<file path="config.mk">
export PLATFORM = sky130hd
export DESIGN_NAME = rst_pulse_gen
export DESIGN_NICKNAME = d
export VERILOG_FILES = /design/src/rtl/rpg_pkg.sv /design/src/rtl/rpg_cfg_reg.sv /design/src/rtl/rpg_pulse_timer.sv /design/src/rtl/rpg_pad_drive.sv /design/src/rtl/rst_pulse_gen.sv
export SDC_FILE = /design/constraint.sdc
export NUM_CORES = 1
export LEC_CHECK = 0
export ABC_AREA = 0
export BUFFER_PORTS_ARGS = -buffer_cell sky130_fd_sc_hd__buf_2
export CAP_MARGIN = 20
export CORE_MARGIN = 5
export CORE_UTILIZATION = 35
export DETAILED_ROUTE_END_ITERATION = 12
export GPL_TIMING_DRIVEN = 0
export MAX_ROUTING_LAYER = met4
export PLACE_DENSITY = 0.62
export SYNTH_ARGS = -nofsm -noshare
export SYNTH_HDL_FRONTEND = slang
export SYNTH_SLANG_ARGS = --single-unit
</file>
<file path="constraint.sdc">
create_clock -name clk_i -period 7.1 [get_ports clk_i]
set_clock_uncertainty 0.1 [all_clocks]
set_input_delay 0 -clock clk_i [delete_from_list [all_inputs] [get_ports clk_i]]
set_output_delay 0 -clock clk_i [all_outputs]
set_load 0.005 [all_outputs]
</file>
<file path="src/rtl/rpg_pkg.sv">
package rpg_pkg;

    localparam logic [7:0] KEY_POL_HIGH = 8'hA5;
    localparam logic [7:0] KEY_POL_LOW  = 8'h5A;
    localparam logic [7:0] KEY_DRV_PP   = 8'hA8;
    localparam logic [7:0] KEY_DRV_OD   = 8'h8A;

    localparam int POL_BIT  = 31;
    localparam int DRV_BIT  = 30;
    localparam int BUSY_BIT = 29;

    typedef struct packed {
        logic pol_set;
        logic pol_clr;
        logic drv_set;
        logic drv_clr;
    } key_act_t;

    function automatic key_act_t decode_key(input logic [7:0] top);
        key_act_t act;
        act.pol_set = (top == KEY_POL_HIGH);
        act.pol_clr = (top == KEY_POL_LOW);
        act.drv_set = (top == KEY_DRV_PP);
        act.drv_clr = (top == KEY_DRV_OD);
        return act;
    endfunction

endpackage

</file>
<file path="src/rtl/rpg_cfg_reg.sv">
module rpg_cfg_reg #(
    parameter int DATA_W    = 32,
    parameter int WIDTH_W   = 20,
    parameter int RST_WIDTH = 255
) (
    input  logic               clk_i,
    input  logic               rst_ni,
    input  logic               wr_en_i,
    input  logic [DATA_W-1:0]  wr_data_i,
    output logic [WIDTH_W-1:0] width_o,
    output logic               act_high_o,
    output logic               push_pull_o
);
    import rpg_pkg::*;

    typedef struct packed {
        logic               act_high;
        logic               push_pull;
        logic [WIDTH_W-1:0] width;
    } cfg_t;

    cfg_t     cfg_d, cfg_q;
    key_act_t key;

    always_comb begin
        cfg_d = cfg_q;
        key   = decode_key(wr_data_i[DATA_W-1 -: 8]);
        if (wr_en_i) begin
            cfg_d.width = wr_data_i[WIDTH_W-1:0];
            if (key.pol_set) cfg_d.act_high  = 1'b1;
            if (key.pol_clr) cfg_d.act_high  = 1'b0;
            if (key.drv_set) cfg_d.push_pull = 1'b1;
            if (key.drv_clr) cfg_d.push_pull = 1'b0;
        end
    end

    always_ff @(posedge clk_i or negedge rst_ni) begin
        if (!rst_ni) begin
            cfg_q.act_high  <= 1'b0;
            cfg_q.push_pull <= 1'b0;
            cfg_q.width     <= WIDTH_W'(RST_WIDTH);
        end else begin
            cfg_q <= cfg_d;
        end
    end

    assign width_o     = cfg_q.width;
    assign act_high_o  = cfg_q.act_high;
    assign push_pull_o = cfg_q.push_pull;

    // width field follows the written data
    a_r2_width_load: assert property (@(posedge clk_i) disable iff (!rst_ni)
        wr_en_i |=> width_o == $past(wr_data_i[WIDTH_W-1:0]));

    // polarity keys
    a_r3_pol_keys: assert property (@(posedge clk_i) disable iff (!rst_ni)
        (wr_en_i && wr_data_i[DATA_W-1 -: 8] == KEY_POL_HIGH) |=> act_high_o);

    // non-key writes keep polarity and drive bits
    a_r5_keep_mode: assert property (@(posedge clk_i) disable iff (!rst_ni)
        (wr_en_i && wr_data_i[DATA_W-1 -: 8] != KEY_POL_HIGH
                 && wr_data_i[DATA_W-1 -: 8] != KEY_POL_LOW
                 && wr_data_i[DATA_W-1 -: 8] != KEY_DRV_PP
                 && wr_data_i[DATA_W-1 -: 8] != KEY_DRV_OD)
        |=> $stable(act_high_o) && $stable(push_pull_o));

endmodule

</file>
<file path="src/rtl/rpg_pulse_timer.sv">
module rpg_pulse_timer #(
    parameter int WIDTH_W = 20
) (
    input  logic               clk_i,
    input  logic               rst_ni,
    input  logic               trig_i,
    input  logic [WIDTH_W-1:0] width_i,
    output logic               busy_o
);
    localparam logic [WIDTH_W-1:0] ONE = {{(WIDTH_W-1){1'b0}}, 1'b1};

    typedef struct packed {
        logic               busy;
        logic [WIDTH_W-1:0] left;
    } tmr_t;

    tmr_t tmr_d, tmr_q;

    always_comb begin
        tmr_d = tmr_q;
        if (tmr_q.busy) begin
            if (tmr_q.left == '0) tmr_d.busy = 1'b0;
            else                  tmr_d.left = tmr_q.left - ONE;
        end else if (trig_i) begin
            tmr_d.busy = 1'b1;
            tmr_d.left = width_i;
        end
    end

    always_ff @(posedge clk_i or negedge rst_ni) begin
        if (!rst_ni) tmr_q <= '0;
        else         tmr_q <= tmr_d;
    end

    assign busy_o = tmr_q.busy;

    // an idle trigger starts a pulse loaded with the current width
    a_r6_start: assert property (@(posedge clk_i) disable iff (!rst_ni)
        (!busy_o && trig_i) |=> busy_o && tmr_q.left == $past(width_i));

    // a running pulse only counts down, whatever arrives
    a_r8_no_extend: assert property (@(posedge clk_i) disable iff (!rst_ni)
        (busy_o && tmr_q.left != '0) |=> busy_o && tmr_q.left == $past(tmr_q.left) - ONE);

    a_r6_end: assert property (@(posedge clk_i) disable iff (!rst_ni)
        (busy_o && tmr_q.left == '0) |=> !busy_o);

endmodule

</file>
<file path="src/rtl/rpg_pad_drive.sv">
module rpg_pad_drive (
    input  logic busy_i,
    input  logic act_high_i,
    input  logic push_pull_i,
    output logic pin_o,
    output logic pin_oe_o
);
    always_comb begin
        pin_o    = busy_i ? act_high_i : ~act_high_i;
        pin_oe_o = push_pull_i | ~pin_o;
    end
endmodule

</file>
<file path="src/rtl/rst_pulse_gen.sv">
module rst_pulse_gen #(
    parameter int DATA_W    = 32,
    parameter int WIDTH_W   = 20,
    parameter int RST_WIDTH = 255
) (
    input  logic              clk_i,
    input  logic              rst_ni,
    input  logic              wr_en_i,
    input  logic [DATA_W-1:0] wr_data_i,
    output logic [DATA_W-1:0] rd_data_o,
    input  logic              trig_i,
    output logic              pin_o,
    output logic              pin_oe_o
);
    import rpg_pkg::*;

    localparam int PAD_W = BUSY_BIT - WIDTH_W;

    logic [WIDTH_W-1:0] width;
    logic               act_high;
    logic               push_pull;
    logic               busy;

    rpg_cfg_reg #(.DATA_W(DATA_W), .WIDTH_W(WIDTH_W), .RST_WIDTH(RST_WIDTH)) u_cfg (
        .clk_i       (clk_i),
        .rst_ni      (rst_ni),
        .wr_en_i     (wr_en_i),
        .wr_data_i   (wr_data_i),
        .width_o     (width),
        .act_high_o  (act_high),
        .push_pull_o (push_pull)
    );

    rpg_pulse_timer #(.WIDTH_W(WIDTH_W)) u_tmr (
        .clk_i   (clk_i),
        .rst_ni  (rst_ni),
        .trig_i  (trig_i),
        .width_i (width),
        .busy_o  (busy)
    );

    rpg_pad_drive u_pad (
        .busy_i      (busy),
        .act_high_i  (act_high),
        .push_pull_i (push_pull),
        .pin_o       (pin_o),
        .pin_oe_o    (pin_oe_o)
    );

    always_comb begin
        rd_data_o = '0;
        rd_data_o[WIDTH_W-1:0] = width;
        rd_data_o[BUSY_BIT]    = busy;
        rd_data_o[DRV_BIT]     = push_pull;
        rd_data_o[POL_BIT]     = act_high;
    end

    // output-enable rules
    a_r10_pp_oe: assert property (@(posedge clk_i) disable iff (!rst_ni)
        rd_data_o[DRV_BIT] |-> pin_oe_o);
    a_r10_od_oe: assert property (@(posedge clk_i) disable iff (!rst_ni)
        !rd_data_o[DRV_BIT] |-> (pin_oe_o == !pin_o));

    // busy bit matches asserted pin level
    a_r7_busy_level: assert property (@(posedge clk_i) disable iff (!rst_ni)
        rd_data_o[BUSY_BIT] |-> (pin_o == rd_data_o[POL_BIT]));

    // bits between width and busy always read zero
    a_r2_pad_zero: assert property (@(posedge clk_i) disable iff (!rst_ni)
        rd_data_o[BUSY_BIT-1 -: PAD_W] == '0);

endmodule

</file>
==> impl_metrics.ini <==
[setup_path]
timing.critical_path.arrival_ns = 2.87
startpoint_type = flop
slowest_delay_ns = 0.79
worst_setup_path_end_kind = flop
critical_path.n_buffers_inverters = 1
critPathMaxFanout = 7
worstRegToRegCells = 6
critical_path_data_required_time_ns = 7.23
crit_family = simple AND/OR/NAND/NOR gates
timing.critical_path.cells = inv_1, ha_1, nor3b_1, nand3_1, or4b_1, a31oi_1
critical_path_cell_count = 6
timing_worst_setup_path_type = flop to flop
cp_slowest_cell = nor3b_1

[yosys]
yosysSeqAreaShare_pct = 44.6
synthesis.area_sq_um = 2430
leading_area_contributor_after_synthesis = dfrtp_1
synth-warning-count = 0
syn-mean-instance-area_sq_um = 10.3
synth-main-ff-cell = dfrtp_1
synth_cell_type_count = 55
yosysMostFrequentCell = dfrtp_1
synth-async-reset-ratio_pct = 100
netlist_top_cells_area = dfrtp_1 (36%), mux2_2 (9.2%), dfstp_2 (8.6%)
synthCells = 236
post-synth-top-area-fraction_pct = 36.0
synth_common_cells = dfrtp_1 (35), mux2_2 (20), nand2_1 (16), buf_4 (13), nor2_1 (13)
synth_edf_count = 0
synth-seq-cells = 43

[routing]
dr_total_vias = 2195
drt_pass1_iterations = 4
post_drt_wl_per_cell_um = 14.3
detailedRoute.firstIterationViolations = 121
detail_route.vias_per_cell = 5.09
antenna_violating_nets_post_route = 0
drc_errors = 0
totalWireLength_um = 6170

[sta]
rsz_0062_raised_after_global_routing = false
timing.max_slew.rel_slack_pct = 35.7
min_period_ns = 2.74
finalHoldViolCount = 0
timing_max_transition_violations_final = 0
max_slew.worst_pin.slew_ns = 0.965
finalSetupTns_ns = 0
final_min_period_over_clock_period_pct = 38.6
setup-violations-final = 0
achievable-frequency_mhz = 365

[placed_design]
detailedPlacementHpwl_um = 4250
place.gp.congestion = 0.912
place.port_buffers = 56
place_area_sq_um = 2870

[layout]
antenna_cells = 0
nets = 372
layout-area-overhead-vs-synth_pct = 32.5
number_of_fill_cells_in_the_layout = 643
register_area_sq_um = 1090
multi_input_gate_area_sq_um = 1220
proportion_of_layout_cells_with_a_drive_suffix_above_1_pct = 34.6
final_area_sq_um = 3230

[power]
power_report.internal_total_uw = 463
share_clk_of_total_power_pct = 24.4
combinationalPowerShare_pct = 24.1
power.density_cell_area_nw_per_um2 = 211
power.share.sequential_pct = 51.6
leakage_uw = 0.00135
sw_frac_of_total_pct = 31.9
power.total_uw = 681
vdd_ir_drop_max_mv = 0.0857
switchingPower_uw = 217

[floorplan]
number_of_top_level_pins = 70
design.die.area_sq_um = 8720
num_rows = 30
core_region_area_sq_um = 6790
start_util_pct = 35.8
dieHeight_um = 93.4
die_x_um = 93.4

[clock_tree]
setup_fix_buffers_added_after_clock_tree_synthesis = 0
cts_tree = done
cts_inserted_buffers = 5
worst_skew_pair.late_latency_ns = 0.30
clock_tree.htree_level_count = 2
clock_transition_at_the_register_clock_pins_on_the_worst_setup_and_hold_paths_after_cts_ns = 0.09
clock_tree.buffer_depth = 2
cts.sinks = 43
clock_tree.root_cell = clkbuf_8

[grt]
grt_pass1_vias = 2198
grt_first_pass_wirelength_um = 10400
grt_antenna_before_repair = 0
grt_max_degree = 44
globalRouteOverflowTotal = 0
globalRouteTotalUtil_pct = 15.1

[flow_run]
max_cap_viol_count = 0

[hold_path]
hp-class = input pin to flop
hold_depth = 4

[outcome]
run_status = finished clean
[sequential cells by signal, summed over array words and instances (netlist names)]
| signal | count |
|---|---|
| u_cfg.act_high_o | 1 |
| u_cfg.push_pull_o | 1 |
| u_cfg.width_o | 20 |
| u_tmr.busy_o | 1 |
| u_tmr.tmr_q | 20 |
[cells by family after synthesis]
logic type / Yosys count / share of synthesized area, %
other cells: 1 / 0.154
mux: 24 / 10.9
fa+ha+maj: 2 / 1.03
buf+inv: 28 / 6.63
compound gates: 55 / 16.1
simple gates: 82 / 20.2
flops: 43 / 44.6
xor+xnor: 1 / 0.360
[routing by layer]
| metal | part of all wire (%) | GRT usage (%) | up-vias |
|---|---|---|---|
| li1 | - | - | 1070 |
| met1 | 47 | 19.8 | 1052 |
| met2 | 46 | 24.2 | 66 |
| met3 | 6.3 | 3.06 | 7 |
| met4 | 0.78 | 3.42 | 0 |
| met5 | 0 | - | - |
[stage by stage]
stage / utilization, % / std cells / hold WS [ns] / worst slack, ns
floorplan: - / 244 / -0.396 / 4.83
global placement: 42.2 / 396 / 0.126 / 4.35
detailed placement: 42.2 / 396 / 0.124 / 4.39
CTS: 47.5 / 431 / 0.0483 / 4.34
global route: 47.5 / 431 / 0.0940 / 4.22
finish: 47.5 / 431 / 0.0509 / 4.36
[final cells by class]
cell class,instances,share of cell area (%)
tap,96,3.72
multi-input combinational,173,37.7
timing repair buffer,83,17.1
clock inverter,1,0.155
clock buffer,7,2.68
buffer,22,4.30
inverter,6,0.698
sequential,43,33.7
[power by group through the flow]
stage	sequential, uW	clock (uW)	combinational [uW]
after global routing	360	182	188
after CTS	350	173	165
after global placement	353	0	151
after floorplan	342	0	108
final	351	166	164
after detailed placement	353	0	154
[worst reg2reg max path: stages (launching register included)]
cell	delay, ns
dfrtp_1	0.44
inv_1	0.10
ha_1	0.18
nor3b_1	0.79
nand3_1	0.34
or4b_1	0.54
a31oi_1	0.17
[worst paths after layout]
| kind | start | end | slack, ns |
|---|---|---|---|
| min | trig_i | u_tmr.tmr_q[9] | 0.05 |
| max | u_tmr.tmr_q[0] | u_tmr.tmr_q[14] | 4.36 |
| max reg2reg | u_tmr.tmr_q[0] | u_tmr.tmr_q[14] | 4.36 |
| min reg2reg | u_tmr.tmr_q[19] | u_tmr.tmr_q[19] | 0.41 |
| min in group asynchronous | rst_ni | u_cfg.push_pull_o | 0.28 |
| max in group asynchronous | rst_ni | u_tmr.tmr_q[7] | 6.00 |
[placed cells by master (no fill, tap or decap), drive strengths merged, types with 2 or more instances in the layout]
master        n
o211a         2
conb          9
nor4          7
a211o         2
or3           4
nor2b         5
a21oi         9
buf          73
nand3         9
o211ai        6
a211oi        6
nand4         3
a31oi         8
ha            2
inv           6
nor3          4
clkbuf       12
nor4bb        2
nand2b        2
dlygate4sd3  27
mux2         20
dfrtp        35
o31ai         2
nand2        16
mux2i         4
or4b          3
o21ai        10
or4           7
nor3b         2
nor2         13
dfstp         8
[repair_timing]
action,4_1_cts,5_1_grt
hold buffers,27,0
endpoints found under the hold margin,57,0
gates resized for setup,0,0
Note: power is estimated with default switching activity, not from simulation.
